[src/rtl/pla_pkg.sv]
// Package pla_pkg
// Shared sizing helpers for the programmable logic array.
// Assumes every count is at least 1.
package pla_pkg;

    // Width of one product-plane row: true and inverted literal per input.
    function automatic int prod_row_bits(input int n_in);
        return 2 * n_in;
    endfunction

    // Total width of the product plane.
    function automatic int prod_plane_bits(input int n_in, input int n_term);
        return n_term * prod_row_bits(n_in);
    endfunction

    // Total width of the sum plane.
    function automatic int sum_plane_bits(input int n_term, input int n_out);
        return n_out * n_term;
    endfunction

    // Full bitmap width: product plane, sum plane, polarity bits.
    function automatic int cfg_bits(input int n_in, input int n_term, input int n_out);
        return prod_plane_bits(n_in, n_term) + sum_plane_bits(n_term, n_out) + n_out;
    endfunction

endpackage

[src/rtl/pla_cfg_store.sv]
// Module pla_cfg_store
// Holds the staging shift register and the active configuration register.
// A shift moves the serial bit into bit 0. A load copies the pre-edge
// staging content into the active register. Both registers clear on a
// synchronous active-low reset.
module pla_cfg_store #(
    parameter int W = 39
) (
    input  logic         clk,
    input  logic         rst_n,
    input  logic         sin,
    input  logic         shift_en,
    input  logic         load,
    output logic [W-1:0] stage_q,
    output logic [W-1:0] active_q,
    output logic         sout
);

    // Staging register: serial shift, top bit first out.
    always_ff @(posedge clk) begin
        if (!rst_n) begin
            stage_q <= '0;
        end else if (shift_en) begin
            stage_q <= {stage_q[W-2:0], sin};
        end
    end

    // Active register: takes the old staging content on a load.
    always_ff @(posedge clk) begin
        if (!rst_n) begin
            active_q <= '0;
        end else if (load) begin
            active_q <= stage_q;
        end
    end

    // Readback of the staging register's oldest bit.
    always_comb begin
        sout = stage_q[W-1];
    end

endmodule

[src/rtl/pla_and_plane.sv]
// Module pla_and_plane
// Forms NT product terms from the inputs. Row t sits at the top of cfg for
// t = 0. Row bit 2*i selects the true form of input i and row bit 2*i+1
// selects its inverted form. An empty row gives 0. Assumes cfg is stable
// while the terms are used.
module pla_and_plane #(
    parameter int NI = 3,
    parameter int NT = 4,
    parameter int RW = 2 * NI
) (
    input  logic [NT*RW-1:0] cfg,
    input  logic [NI-1:0]    x,
    output logic [NT-1:0]    term
);

    for (genvar t = 0; t < NT; t++) begin : g_term
        logic [RW-1:0] row;
        logic [NI-1:0] lit_ok;

        // Slice this term's row from the plane.
        always_comb begin
            row = cfg[(NT-1-t)*RW +: RW];
        end

        for (genvar i = 0; i < NI; i++) begin : g_lit
            // A selected literal must be true; an unselected one passes.
            always_comb begin
                lit_ok[i] = (~row[2*i] | x[i]) & (~row[2*i+1] | ~x[i]);
            end
        end

        // Product of all literal checks, forced low when the row is empty.
        always_comb begin
            term[t] = (|row) & (&lit_ok);
        end
    end

endmodule

[src/rtl/pla_or_plane.sv]
// Module pla_or_plane
// Sums the attached product terms for each output and applies the
// programmable polarity. Row o sits at the top of cfg for o = 0; row bit t
// attaches term t. An output with no attached term sums to 0.
module pla_or_plane #(
    parameter int NT = 4,
    parameter int NO = 3
) (
    input  logic [NO*NT-1:0] cfg,
    input  logic [NO-1:0]    pol,
    input  logic [NT-1:0]    term,
    output logic [NO-1:0]    y
);

    for (genvar o = 0; o < NO; o++) begin : g_out
        logic [NT-1:0] row;
        logic          sum;

        // Slice this output's row from the plane.
        always_comb begin
            row = cfg[(NO-1-o)*NT +: NT];
        end

        // OR of the attached terms.
        always_comb begin
            sum = |(row & term);
        end

        // Polarity stage.
        always_comb begin
            y[o] = sum ^ pol[o];
        end
    end

endmodule

[src/rtl/pla_array.sv]
// Module pla_array (top)
// Serially configured programmable logic array. The bitmap is sent top bit
// first: product rows, then sum rows, then polarity bits. Evaluation is
// combinational from x_in and the active configuration. Assumes cfg_load
// is raised only once a complete bitmap has been staged.
module pla_array #(
    parameter int N_IN   = 3,
    parameter int N_TERM = 4,
    parameter int N_OUT  = 3
) (
    input  logic             clk,
    input  logic             rst_n,
    input  logic             cfg_sin,
    input  logic             cfg_shift,
    input  logic             cfg_load,
    input  logic [N_IN-1:0]  x_in,
    output logic [N_OUT-1:0] y_out,
    output logic             cfg_sout
);

    localparam int ROW_W  = pla_pkg::prod_row_bits(N_IN);
    localparam int PROD_W = pla_pkg::prod_plane_bits(N_IN, N_TERM);
    localparam int SUM_W  = pla_pkg::sum_plane_bits(N_TERM, N_OUT);
    localparam int CFG_W  = pla_pkg::cfg_bits(N_IN, N_TERM, N_OUT);

    logic [CFG_W-1:0]  stage_q;
    logic [CFG_W-1:0]  active_q;
    logic [PROD_W-1:0] prod_cfg;
    logic [SUM_W-1:0]  sum_cfg;
    logic [N_OUT-1:0]  pol_cfg;
    logic [N_TERM-1:0] term;

    pla_cfg_store #(
        .W (CFG_W)
    ) u_store (
        .clk      (clk),
        .rst_n    (rst_n),
        .sin      (cfg_sin),
        .shift_en (cfg_shift),
        .load     (cfg_load),
        .stage_q  (stage_q),
        .active_q (active_q),
        .sout     (cfg_sout)
    );

    // Split the active bitmap into its three fields.
    always_comb begin
        prod_cfg = active_q[CFG_W-1 -: PROD_W];
        sum_cfg  = active_q[N_OUT +: SUM_W];
        pol_cfg  = active_q[N_OUT-1:0];
    end

    pla_and_plane #(
        .NI (N_IN),
        .NT (N_TERM),
        .RW (ROW_W)
    ) u_and (
        .cfg  (prod_cfg),
        .x    (x_in),
        .term (term)
    );

    pla_or_plane #(
        .NT (N_TERM),
        .NO (N_OUT)
    ) u_or (
        .cfg  (sum_cfg),
        .pol  (pol_cfg),
        .term (term),
        .y    (y_out)
    );

endmodule

[config.mk]
export PLATFORM = sky130hd
export DESIGN_NAME = pla_array
export DESIGN_NICKNAME = d
export VERILOG_FILES = /design/src/rtl/pla_pkg.sv /design/src/rtl/pla_cfg_store.sv /design/src/rtl/pla_and_plane.sv /design/src/rtl/pla_or_plane.sv /design/src/rtl/pla_array.sv
export SDC_FILE = /design/constraint.sdc
export NUM_CORES = 1
export LEC_CHECK = 0
export ABC_AREA = 1
export BUFFER_PORTS_ARGS = -buffer_cell sky130_fd_sc_hd__buf_2
export CORE_ASPECT_RATIO = 0.9
export CORE_MARGIN = 2
export CORE_UTILIZATION = 65
export DETAILED_ROUTE_END_ITERATION = 8
export GPL_ROUTABILITY_DRIVEN = 0
export PLACE_DENSITY = 0.83
export SYNTH_ARGS = -nofsm -noshare
export SYNTH_HDL_FRONTEND = slang
export SYNTH_SLANG_ARGS = --single-unit
[constraint.sdc]
create_clock -name clk -period 1.9 [get_ports clk]
set_clock_uncertainty 0.15 [all_clocks]
set_input_delay 0.475 -clock clk [delete_from_list [all_inputs] [get_ports clk]]
set_output_delay 0.475 -clock clk [all_outputs]
set_load 0.02 [all_outputs]
==> flow_summary.rst, run 1 <==
.. list-table::
   :header-rows: 1

   * - Metric
     - Value
   * - Diode count
     - 0
   * - Number of antenna violations at the first check in global routing
     - 0
   * - P&R area growth vs syn
     - 13.1%
   * - Root buffer cell
     - clkbuf_8
   * - Avg Inst Size Synth
     - slightly above 7 um^2
   * - Critical Path Start Type
     - flip-flop
   * - CP dominant cell by count
     - nand2_1
   * - Yosys top cell by area
     - dfxtp_1
   * - Power density cells
     - slightly above 1000 mW/mm^2
   * - Max-cap check violation count
     - 0
   * - CP Class
     - reg -> out
   * - Die Outline Area
     - approximately 0.0052 mm^2
   * - Clock insertion delay at the later pin of the skew report
     - roughly 0.35 ns
   * - DP HPWL
     - ~4000 um
   * - Worst slack at placement
     - -0.195 ns
   * - Number of buffer cells added on primary ports
     - 11
   * - Utilization after layout
     - 0.768
   * - Area after detailed placement
     - between 0.003 and 0.004 mm^2
   * - Post-route antenna net violation count
     - 0
   * - Crit share post-route
     - 1.12
   * - Largest net degree at the start of global routing
     - slightly below 80
   * - Warnings, synthesis
     - 0
   * - Remaining max-slew budget at the tightest pin
     - 0.566
   * - Y dimension of the die
     - between 60 and 70 um
   * - TritonCTS sink count
     - 78
   * - # IOs
     - 12
   * - Crit path cell chain
     - nor2_1, nand3_2, nand4_1, nand2_1, o21ai_1, nand2_1, buf_6
   * - Final Hold Vio Count
     - 0
   * - Violations in the final reports
     - setup timing
   * - Least-Margin Pin Slew
     - 0.650 ns
   * - Peak VDD IR
     - between 0.0007 and 0.0008 V
   * - Total number of nets in the final design
     - around 430
   * - Crit-path max FO
     - 3
   * - Share of cells above drive strength 1
     - 0.174
   * - Library cell contributing the largest single delay on the critical path
     - dfxtp_1
   * - DR pass1 iterations
     - 4
   * - Post-layout power
     - between 3 and 4 mW
   * - Peak clock frequency supported by timing
     - roughly 0.47 GHz
   * - Final WS setup
     - -0.219 ns
   * - Slowest Stage Delay on Critical Path
     - 0.32 ns
   * - Final setup violating endpoints
     - 3
   * - Area share of the leading cell type in the synthesized netlist
     - 0.516
   * - Worst endpoint data arrival time
     - approximately 1.5 ns
   * - Count of placed standard cells in the final layout, fillers left out
     - about 490
   * - H-tree Lvls
     - 3
   * - Ranking of synthesized cells by area
     - dfxtp_1 (52%), nor2_1 (19%), o21ai_0 (13%), nand2_1 (5.0%), nand4_1 (2.5%)
   * - Max Slew Vio Count
     - 0
   * - Overall routing resource usage
     - 0.270
   * - First-pass GRT wire length
     - ~11,000 um
   * - TritonCTS clock tree
     - built
   * - # placed instances
     - 476
   * - Final critical-path required period
     - approximately 2.1 ns
   * - Number of rows in the core area
     - 23
   * - Leakage
     - between 1 and 1.5 nW
   * - Routed len/inst
     - ~13 um
   * - Number of flip-flops and latches in the synthesized netlist
     - 78
   * - Overall die width
     - between 70 and 80 um
   * - Final routed DRC violation total
     - 0
   * - Layout Cell Area excl Fill
     - 0.00343 mm^2
   * - CTS hold repair buffers
     - 0
   * - Largest buffer count on any clock path
     - 2
   * - Kind of path behind the tightest hold check
     - in -> reg
   * - Required time worst endpoint
     - 1.27 ns
   * - Remaining Overflow, GRT
     - 0
   * - Core area
     - 0.00446 mm^2
   * - Run status
     - finished, violations left
   * - First DRT Iteration DRCs
     - around 190
   * - Critical Path End Type
     - output port
   * - Routed wire length
     - around 6300 um
   * - Clock slew seen by the registers of the worst setup and hold paths
     - about 0.070 ns
   * - Gate count after technology mapping
     - roughly 420
   * - Number of global-route vias before repair
     - roughly 2.4k
   * - Setup repair after global routing missed its margin
     - true
   * - Number of distinct library cells after synthesis
     - 15
   * - Post-synth design cell area
     - ~0.003 mm^2
   * - Synthesized netlist net count
     - approximately 430
   * - Average via count per standard cell
     - 5.34
   * - Fill cell count
     - roughly 320
   * - Vias after detailed routing
     - between 2k and 3k
   * - Post-synthesis sequential area ratio
     - 0.516
   * - Total CTS buffers
     - 9
   * - Starting density of the core
     - 0.679
through the flow:
stage	hold slack [ns]	setup TNS, ns
3_5_place_dp	0.313	-0.568
5_1_grt	0.212	-1.00
6_report	0.204	-0.616
4_1_cts	0.201	-0.588
3_3_place_gp	0.306	-0.500
2_1_floorplan	0.292	0
routing by layer:
layer	vias up	GRT usage	wire, um
met1	1193	0.338	3020
met5	-	0	0
met3	11	0.102	325
met2	50	0.438	2860
li1	1372	-	-
met4	0	0.0977	99
registers in the layout, summed over array words and instances (netlist names):
signal            cells
u_store.active_q     39
u_store.stage_q      39
Yosys cell counts, drive strengths merged:
cell type and number:
nand4 12, o21ai 85, buf 8, dfxtp 78, nor2 161, a21oi 7, nand2 40, inv 11
nand3 4, clkbuf 15
worst max-delay path: cells and delay by family, from the launching register on:
| kind | cells | cell delay [ns] |
|---|---|---|
| AOI/OAI and AO/OA | 1 | 0.14 |
| and+or+nand+nor | 5 | 0.55 |
| buffers and inverters | 1 | 0.14 |
| DFF | 1 | 0.32 |
report_power, final:
group          total, mW  switching, mW  internal [mW]
Combinational      0.399          0.248          0.151
Sequential          1.82         0.0759           1.74
Clock               1.31          0.579          0.731
Total               3.53          0.902           2.63
worst paths after layout:
path | start | to | slack, ns | cells past startpoint
max | u_store.active_q[32] | y_out[2] | -0.22 | 7
min | cfg_sin | u_store.stage_q[0] | 0.20 | 3
max reg2reg | u_store.active_q[27] | u_store.active_q[27] | 0.93 | 3
min reg2reg | u_store.active_q[38] | u_store.active_q[38] | 0.33 | 2
logic make-up (layout without fill, tap and decap cells):
family | Yosys count | after routing | share of synthesized area
buffers and inverters | 34 | 43 | 0.0455
AND/OR/NAND/NOR | 217 | 217 | 0.286
flip-flops | 78 | 78 | 0.516
AO/OA/AOI/OAI | 92 | 92 | 0.153
layout by cell type, fill, tap and decap left out, drive strengths merged, types with 4 or more instances in the layout:
| cell | instances |
|---|---|
| buf | 16 |
| nand3 | 4 |
| dfxtp | 78 |
| inv | 11 |
| a21oi | 7 |
| o21ai | 85 |
| nor2 | 161 |
| nand4 | 12 |
| clkinv | 4 |
| nand2 | 40 |
| clkbuf | 10 |
final cells by class:
cell class / count / area [um^2] / share of cell area
flip-flops and latches: 78 / 1580 / 0.462
multi-input cells: 309 / 1380 / 0.402
repair buffers: 17 / 134 / 0.0391
clock buffers: 9 / 124 / 0.0362
clock inverters: 6 / 87.6 / 0.0256
well taps: 62 / 77.6 / 0.0226
inverters: 11 / 41.3 / 0.0121
what timing repair did:
action	in CTS	in global routing
gates resized for setup	21	23
setup buffers	0	1
setup endpoints to repair	3	3
pin swaps	19	22
(Power assumes the default switching activity.)
==> run 2: changes to the inputs <==
--- a/config.mk
+++ b/config.mk
@@ -8,11 +8,10 @@
 export ABC_AREA = 1
 export BUFFER_PORTS_ARGS = -buffer_cell sky130_fd_sc_hd__buf_2
 export CORE_ASPECT_RATIO = 0.9
-export CORE_MARGIN = 2
-export CORE_UTILIZATION = 65
+export CORE_UTILIZATION = 60
 export DETAILED_ROUTE_END_ITERATION = 8
 export GPL_ROUTABILITY_DRIVEN = 0
-export PLACE_DENSITY = 0.83
+export PLACE_DENSITY = 0.78
 export SYNTH_ARGS = -nofsm -noshare
 export SYNTH_HDL_FRONTEND = slang
 export SYNTH_SLANG_ARGS = --single-unit
==> constraint.sdc (replaced) <==
create_clock -name clk -period 2.1 [get_ports clk]
set_clock_uncertainty 0.15 [all_clocks]
set_input_delay 0.525 -clock clk [delete_from_list [all_inputs] [get_ports clk]]
set_output_delay 0.525 -clock clk [all_outputs]
set_load 0.02 [all_outputs]
==> run 2 against run 1 <==
- the run still ends with setup timing left
- cell count rose by 0.41%
- global-route usage fell by 1.1 points
- setup slack improved by 0.16 ns
- clock power fell by 15%
- flip-flop and latch count did not move
- clock-buffer cell count rose by 2
- worst hold slack improved by 0.053 ns
- sequential power fell by 9%
- utilization fell by 5.4 points
- critical path depth rose by 1
- power fell by 11%
- non-clock buffer count fell by 2
- highest routed layer unchanged
==> flow_summary.rst, run 2 (synthesis results as in run 1) <==
.. list-table::
   :header-rows: 1

   * - Metric
     - Value
   * - Critical Path Start Type
     - flip-flop
   * - Peak VDD IR
     - 0.000620 V (-19%)
   * - Y dimension of the die
     - 69.4 um (+0.94%)
   * - Post-layout power
     - 3.13 mW (-11%)
   * - Crit path cell chain
     - nor2_1, nand3_1, nand4_1, nand2_2, nor2_1, nand2_1, nand2_2, buf_6
   * - Total number of nets in the final design
     - 432 (-0.46%)
   * - H-tree Lvls
     - 3 (unchanged)
   * - Fill cell count
     - 409 (+26%)
   * - Violations in the final reports
     - setup timing
   * - Clock slew seen by the registers of the worst setup and hold paths
     - 0.08 ns (about the same)
   * - Power share of the clock group
     - 0.357 (-0.014)
   * - Average via count per standard cell
     - 5.32 (-0.33%)
   * - Share of total power in sequential cells
     - 0.526 (+0.010)
   * - Least-Margin Pin Slew
     - 0.662 ns (+0.0116 ns)
   * - Required time worst endpoint
     - 1.42 ns (+0.15 ns)
   * - First-pass GRT wire length
     - 10,900 um (-1.0%)
   * - Kind of path behind the tightest hold check
     - in -> reg
   * - DR pass1 iterations
     - 4 (unchanged)
   * - Number of global-route vias before repair
     - 2,391 (-0.66%)
   * - Starting density of the core
     - 0.626 (-0.0525)
   * - Final Hold Vio Count
     - 0 (unchanged)
   * - Vias after detailed routing
     - 2,628 (+0.076%)
   * - Clock insertion delay at the later pin of the skew report
     - 0.35 ns (about the same)
   * - Start of the worst register-to-register path
     - u_store.stage_q[32]
   * - Setup slack, reg-to-reg
     - 1.22 ns (+0.29 ns)
   * - Root buffer cell
     - clkbuf_8
   * - Switching share of power
     - 0.266 (+0.0107)
   * - Area after detailed placement
     - 0.00312 mm^2 (+0.28%)
   * - Logic pwr share
     - 0.117 (+0.004)
   * - Largest net degree at the start of global routing
     - 79 (unchanged)
   * - # IOs
     - 12 (unchanged)
   * - Met2 routing resource usage after global routing
     - 0.399 (-0.0387)
   * - Core area
     - 0.00483 mm^2 (+8.4%)
   * - Final WS setup
     - -0.0580 ns (+0.161 ns)
   * - Remaining Overflow, GRT
     - 0 (unchanged)
   * - TritonCTS clock tree
     - built
   * - Largest buffer count on any clock path
     - 2 (unchanged)
   * - DP HPWL
     - 3920 um (-2.0%)
   * - Number of post-CTS setup repair buffers
     - 0 (unchanged)
   * - Share of cells above drive strength 1
     - 0.179 (+0.00507)
   * - Sum Neg Setup Slack
     - -0.142 ns (+0.474 ns)
   * - Post-route antenna net violation count
     - 0 (unchanged)
   * - Crit share post-route
     - 1.03
   * - Setup repair after global routing missed its margin
     - true
   * - Total area of multi-input combinational cells
     - 0.00141 mm^2 (+2.4%)
   * - Run status
     - finished, violations left
   * - Switching power of the nets
     - 0.835 mW (-7.4%)
   * - Biggest registers after layout
     - u_store.active_q: 39 flops, u_store.stage_q: 39 flops
   * - Most common cell after layout, fill and taps aside
     - nor2_1
   * - Routed wire length
     - 6270 um (-0.51%)
   * - Diode count
     - 0 (unchanged)
   * - Die Outline Area
     - 0.00534 mm^2 (+2.2%)
   * - Seq. cell area
     - 0.00158 mm^2 (unchanged)
   * - Remaining max-slew budget at the tightest pin
     - 0.558 (-0.00773)
   * - WP buf/inv
     - 1 (unchanged)
   * - Crit-path max FO
     - 3 (unchanged)
   * - Total CTS buffers
     - 9 (unchanged)
   * - Final routed DRC violation total
     - 0 (unchanged)
   * - Number of cells traversed by the worst register-to-register path
     - 2 (-1)
   * - Most used routing layer
     - met2
   * - Number of rows in the core area
     - 24 (+4.3%)
   * - TritonCTS sink count
     - 78 (unchanged)
   * - Layout Cell Area excl Fill
     - 0.00345 mm^2 (+0.73%)
   * - Critical path's top delay family
     - simple AND/OR/NAND/NOR gates
   * - Met1 track utilization from global routing
     - 0.346 (+0.00806)
   * - Utilization after layout
     - 0.714 (-0.0543)
   * - Destination of the worst register-to-register timing path
     - u_store.active_q[32]
   * - Peak clock frequency supported by timing
     - roughly 0.46 GHz
   * - CP Class
     - reg -> out
   * - Max-cap check violation count
     - 0 (unchanged)
   * - Power density cells
     - 908 mW/mm^2 (-12%)
   * - Number of buffer cells added on primary ports
     - 11 (unchanged)
   * - Final critical-path required period
     - 2.16 ns
   * - Met3 global-route usage
     - 0.0855 (-0.0160)
   * - Internal power of the cells
     - 2.30 mW (-12%)
   * - Library cell contributing the largest single delay on the critical path
     - dfxtp_2
   * - Number of antenna violations at the first check in global routing
     - 0 (unchanged)
   * - Overall die width
     - 76.9 um (+1.2%)
   * - Launching instance or port of the critical path
     - u_store.active_q[33]
   * - Critical Path End Type
     - output port
   * - Commonest cells after routing, fill and taps aside
     - nor2_1 (148), o21ai_0 (73), dfxtp_1 (62), nand2_1 (33), dfxtp_2 (15)
   * - Routed len/inst
     - 12.7 um (-0.91%)
   * - Leakage
     - 1.48 nW (-0.62%)
   * - Termination of the worst setup path
     - y_out[1]
   * - Max Slew Vio Count
     - 0 (unchanged)
   * - P&R area growth vs syn
     - 14.0%
   * - Worst endpoint data arrival time
     - 1.48 ns (about the same)
   * - Stages on the worst setup path
     - 8 (+1)
   * - Overall routing resource usage
     - 0.259 (-0.0111)
   * - Final setup violating endpoints
     - 3 (unchanged)
   * - First DRT Iteration DRCs
     - 182 (-1.6%)
   * - Slowest Stage Delay on Critical Path
     - 0.34 ns (+0.02 ns)
[run 2: cell types whose count changed in the layout (fill, tap and decap cells not counted), moves of 2 or more]
cell / delta
clkinvlp_4: +2
dfxtp_1: +2
dfxtp_2: -3
nor2_1: -4
nor2_4: +3
[run 2: worst register-to-register path: stages, from the launching register on]
cell     delay, ns
dfxtp_1       0.32
o21ai_0       0.24
a21oi_1       0.06
[run 2: worst min-delay path by stage]
stage | end | slack (ns) | cells past startpoint | startpoint
4_1_cts | u_store.stage_q[0] | 0.24 | 3 | cfg_sin
5_1_grt | u_store.stage_q[0] | 0.29 | 3 | cfg_sin
6_report | u_store.stage_q[0] | 0.26 | 3 | cfg_sin
3_5_place_dp | u_store.active_q[0] | 0.32 | 2 | u_store.active_q[0]
3_3_place_gp | u_store.active_q[0] | 0.30 | 2 | u_store.active_q[0]
2_1_floorplan | u_store.active_q[0] | 0.29 | 2 | u_store.active_q[0]
[run 2: what timing repair did]
| action | in CTS | in global routing |
|---|---|---|
| resized for setup | 21 | 32 |
| hold buffers | 0 | 0 |
| endpoints found under the setup margin | 3 | 3 |
| pin swaps | 17 | 22 |
| gates cloned | 0 | 0 |
[run 2: routing by layer]
layer / wire, um / share of wire
met1: 3090 / 0.49
met2: 2870 / 0.46
met4: 97 / 0.015
met5: 0 / 0
met3: 212 / 0.034
[run 2: power by group through the flow]
stage | Sequential, mW | Combinational, mW | Clock (mW)
after detailed placement | 1.67 | 0.327 | 0
after global routing | 1.66 | 0.420 | 1.20
after CTS | 1.64 | 0.347 | 1.14
final | 1.65 | 0.365 | 1.12
after global placement | 1.67 | 0.318 | 0
after floorplan | 1.65 | 0.251 | 0
[run 2: cell type report]
type                       count  share of cell area
clock inverter                 5              0.0170
sequential                    78               0.459
timing repair buffer          15              0.0388
inverter                      11              0.0120
clock buffer                  11              0.0410
tap                           65              0.0236
multi-input combinational    309               0.409
[run 2: per-stage QoR]
step | setup slack [ns] | hold slack (ns) | cells
final | -0.0580 | 0.257 | 494
after global routing | -0.184 | 0.286 | 494
after CTS | -0.0593 | 0.240 | 494
after detailed placement | -0.106 | 0.316 | 478
after global placement | -0.0819 | 0.304 | 478
after floorplan | 0.264 | 0.292 | 421
==> run 3: changes to the inputs <==
--- a/config.mk
+++ b/config.mk
@@ -8,10 +8,11 @@
 export ABC_AREA = 1
 export BUFFER_PORTS_ARGS = -buffer_cell sky130_fd_sc_hd__buf_2
 export CORE_ASPECT_RATIO = 0.9
-export CORE_UTILIZATION = 60
+export CORE_UTILIZATION = 61
 export DETAILED_ROUTE_END_ITERATION = 8
 export GPL_ROUTABILITY_DRIVEN = 0
-export PLACE_DENSITY = 0.78
+export PLACE_DENSITY = 0.79
 export SYNTH_ARGS = -nofsm -noshare
 export SYNTH_HDL_FRONTEND = slang
+export SYNTH_HIERARCHICAL = 1
 export SYNTH_SLANG_ARGS = --single-unit
==> constraint.sdc (replaced) <==
create_clock -name clk -period 2.1 [get_ports clk]
set_clock_uncertainty 0.15 [all_clocks]
set_input_delay 0.525 -clock clk [delete_from_list [all_inputs] [get_ports clk]]
set_output_delay 0.525 -clock clk [all_outputs]
set_load 0.05 [all_outputs]
==> run 3 against run 2 <==
- the flow still finishes with violations (setup timing)
- maximum frequency fell by 8.3%
- clock-buffer cell count decreased by 1
- sequential share of layout area down 5.4 points
- sequential power about the same
- utilization decreased by 0.57 points
- via count rose by 15%
- routed wire length up 2.6%
- largest cell class is now multi-input combinational cells
- highest routed layer unchanged
==> flow_summary.rst, run 3 <==
.. list-table::
   :header-rows: 1

   * - Metric
     - Value
   * - Largest net degree at the start of global routing
     - 79 (unchanged)
   * - Synthesized netlist net count
     - 585 (+36%)
   * - DR pass1 iterations
     - 4 (unchanged)
   * - Leakage
     - 2.03 nW (+37%)
   * - Overall die width
     - 82.5 um (+7.3%)
   * - Final routed DRC violation total
     - 0 (unchanged)
   * - First-pass GRT wire length
     - 11,000 um (+1.1%)
   * - Utilization after layout
     - 0.708 (-0.00572)
   * - TritonCTS sink count
     - 78 (unchanged)
   * - Number of rows in the core area
     - 25 (+4.2%)
   * - Worst endpoint data arrival time
     - 1.68 ns (+0.20 ns)
   * - Count of placed standard cells in the final layout, fillers left out
     - 647 (+31%)
   * - Commonest cells after routing, fill and taps aside
     - nand2_1 (204), nor2_1 (172), dfxtp_1 (77), inv_1 (66), clkbuf_8 (9)
   * - Total number of nets in the final design
     - 583 (+35%)
   * - Critical Path End Type
     - output port
   * - Crit-path max FO
     - 3 (unchanged)
   * - Peak VDD IR
     - 0.000714 V (+15%)
   * - Required time worst endpoint
     - 1.42 ns (about the same)
   * - Setup repair after global routing missed its margin
     - true
   * - Final Hold Vio Count
     - 0 (unchanged)
   * - Most common cell after layout, fill and taps aside
     - nand2_1
   * - Post-Route Hold Slack
     - 0.309 ns (+0.0514 ns)
   * - Average via count per standard cell
     - 4.67 (-12%)
   * - Run status
     - finished, violations left
   * - Max-cap check violation count
     - 0 (unchanged)
   * - Clock insertion delay at the later pin of the skew report
     - 0.36 ns (about the same)
   * - Final setup violating endpoints
     - 3 (unchanged)
   * - DP HPWL
     - 4090 um (+4.3%)
   * - First DRT Iteration DRCs
     - 164 (-9.9%)
   * - Remaining max-slew budget at the tightest pin
     - 0.709 (+0.150)
   * - # placed instances
     - 631 (+32%)
   * - Peak clock frequency supported by timing
     - 0.425 GHz (-8.3%)
   * - Remaining Overflow, GRT
     - 0 (unchanged)
   * - Routed len/inst
     - 9.94 um (-22%)
   * - Biggest registers after layout
     - u_store/active_q: 39 flops, u_store/stage_q: 39 flops
   * - H-tree Lvls
     - 3 (unchanged)
   * - Avg Inst Size Synth
     - 6.16 um^2 (-14%)
   * - Root buffer cell
     - clkbuf_8
   * - Routed wire length
     - 6430 um (+2.6%)
   * - CTS hold repair buffers
     - 0 (unchanged)
   * - Number of buffer cells added on primary ports
     - 11 (unchanged)
   * - Warnings, synthesis
     - 6 (+6)
   * - Post-layout power
     - 3.34 mW (+6.6%)
   * - Die Outline Area
     - 0.00614 mm^2 (+15%)
   * - Number of global-route vias before repair
     - 2,656 (+11%)
   * - Total CTS buffers
     - 9 (unchanged)
   * - Share of cells above drive strength 1
     - 0.0845 (-0.0950)
   * - Crit share post-route
     - 1.12 (+0.0928)
   * - Final critical-path required period
     - 2.35 ns (+0.195 ns)
   * - Worst slack at placement
     - -0.403 ns (-0.297 ns)
   * - Kind of path behind the tightest hold check
     - in -> reg
   * - TritonCTS clock tree
     - built
   * - Max Slew Vio Count
     - 0 (unchanged)
   * - Y dimension of the die
     - 74.4 um (+7.3%)
   * - Clock slew seen by the registers of the worst setup and hold paths
     - 0.08 ns (about the same)
   * - Overall routing resource usage
     - 0.236 (-0.0233)
   * - P&R area growth vs syn
     - 8.37%
   * - Critical Path Start Type
     - flip-flop
   * - Largest buffer count on any clock path
     - 2 (unchanged)
   * - Number of antenna violations at the first check in global routing
     - 0 (unchanged)
   * - Power density cells
     - 867 mW/mm^2 (-4.5%)
   * - Number of post-CTS setup repair buffers
     - 0 (unchanged)
   * - Vias after detailed routing
     - 3,019 (+15%)
   * - Post-route antenna net violation count
     - 0 (unchanged)
   * - Diode count
     - 0 (unchanged)
   * - Fill cell count
     - 475 (+16%)
   * - Core area
     - 0.00544 mm^2 (+13%)
   * - Violations in the final reports
     - setup timing
   * - Least-Margin Pin Slew
     - 0.437 ns (-0.224 ns)
   * - Post-synth design cell area
     - 0.00356 mm^2 (+17%)
   * - Gate count after technology mapping
     - 577 (+37%)
   * - Final WS setup
     - -0.253 ns (-0.195 ns)
   * - # IOs
     - 12 (unchanged)
   * - CP Class
     - reg -> out
   * - Starting density of the core
     - 0.653 (+0.0270)
-- run 3: routing by layer --
metal	track usage	share of wire	vias up
met3	0.0822	0.035	18
met5	0	0	-
li1	-	-	1654
met4	0.0897	0.019	0
met2	0.377	0.44	41
met1	0.292	0.50	1306
-- run 3: report_power, final --
group / internal (mW) / switching (mW)
clock: 0.667 / 0.553
sequential: 1.57 / 0.0537
combinational: 0.180 / 0.314
total: 2.42 / 0.920
-- run 3: worst paths after layout --
path,slack [ns],from,to,cells past startpoint
worst max-delay path,-0.25,u_store/active_q[28],y_out[2],11
worst min-delay path,0.31,cfg_sin,u_store/stage_q[0],5
worst max register to register,1.29,u_store/stage_q[7],u_store/stage_q[8],4
worst min register to register,0.32,u_store/stage_q[19],u_store/stage_q[19],2
-- run 3: final cells by class --
class,instances,area [um^2],area share
Sequential cell,78,1560,0.406
Timing Repair Buffer,15,164,0.0425
Clock buffer,10,128,0.0331
Multi-Input combinational cell,402,1570,0.407
Tap cell,67,83.8,0.0218
Inverter,69,259,0.0672
Clock inverter,6,86.3,0.0224
-- run 3: metrics by stage --
step | cell area, um^2 | TNS [ns]
floorplan | 3560 | 0
global placement | 3570 | -0.989
detailed placement | 3570 | -1.15
CTS | 3820 | -0.713
global route | 3850 | -1.02
finish | 3850 | -0.733
-- run 3: repair_timing --
action | 4_1_cts | 5_1_grt
pin swaps | 8 | 10
endpoints found under the setup margin | 3 | 3
gates resized for setup | 14 | 12
cloned | 0 | 0
-- run 3: worst max-delay path, stage by stage (launching register included) --
cell	delay, ns
dfxtp_1	0.35
nand2_1	0.09
inv_1	0.04
nor2_1	0.09
nand3_1	0.08
nor2_2	0.16
nand2_1	0.07
nand2_1	0.10
nor2_2	0.05
nand2_1	0.07
nand2_2	0.06
buf_8	0.15
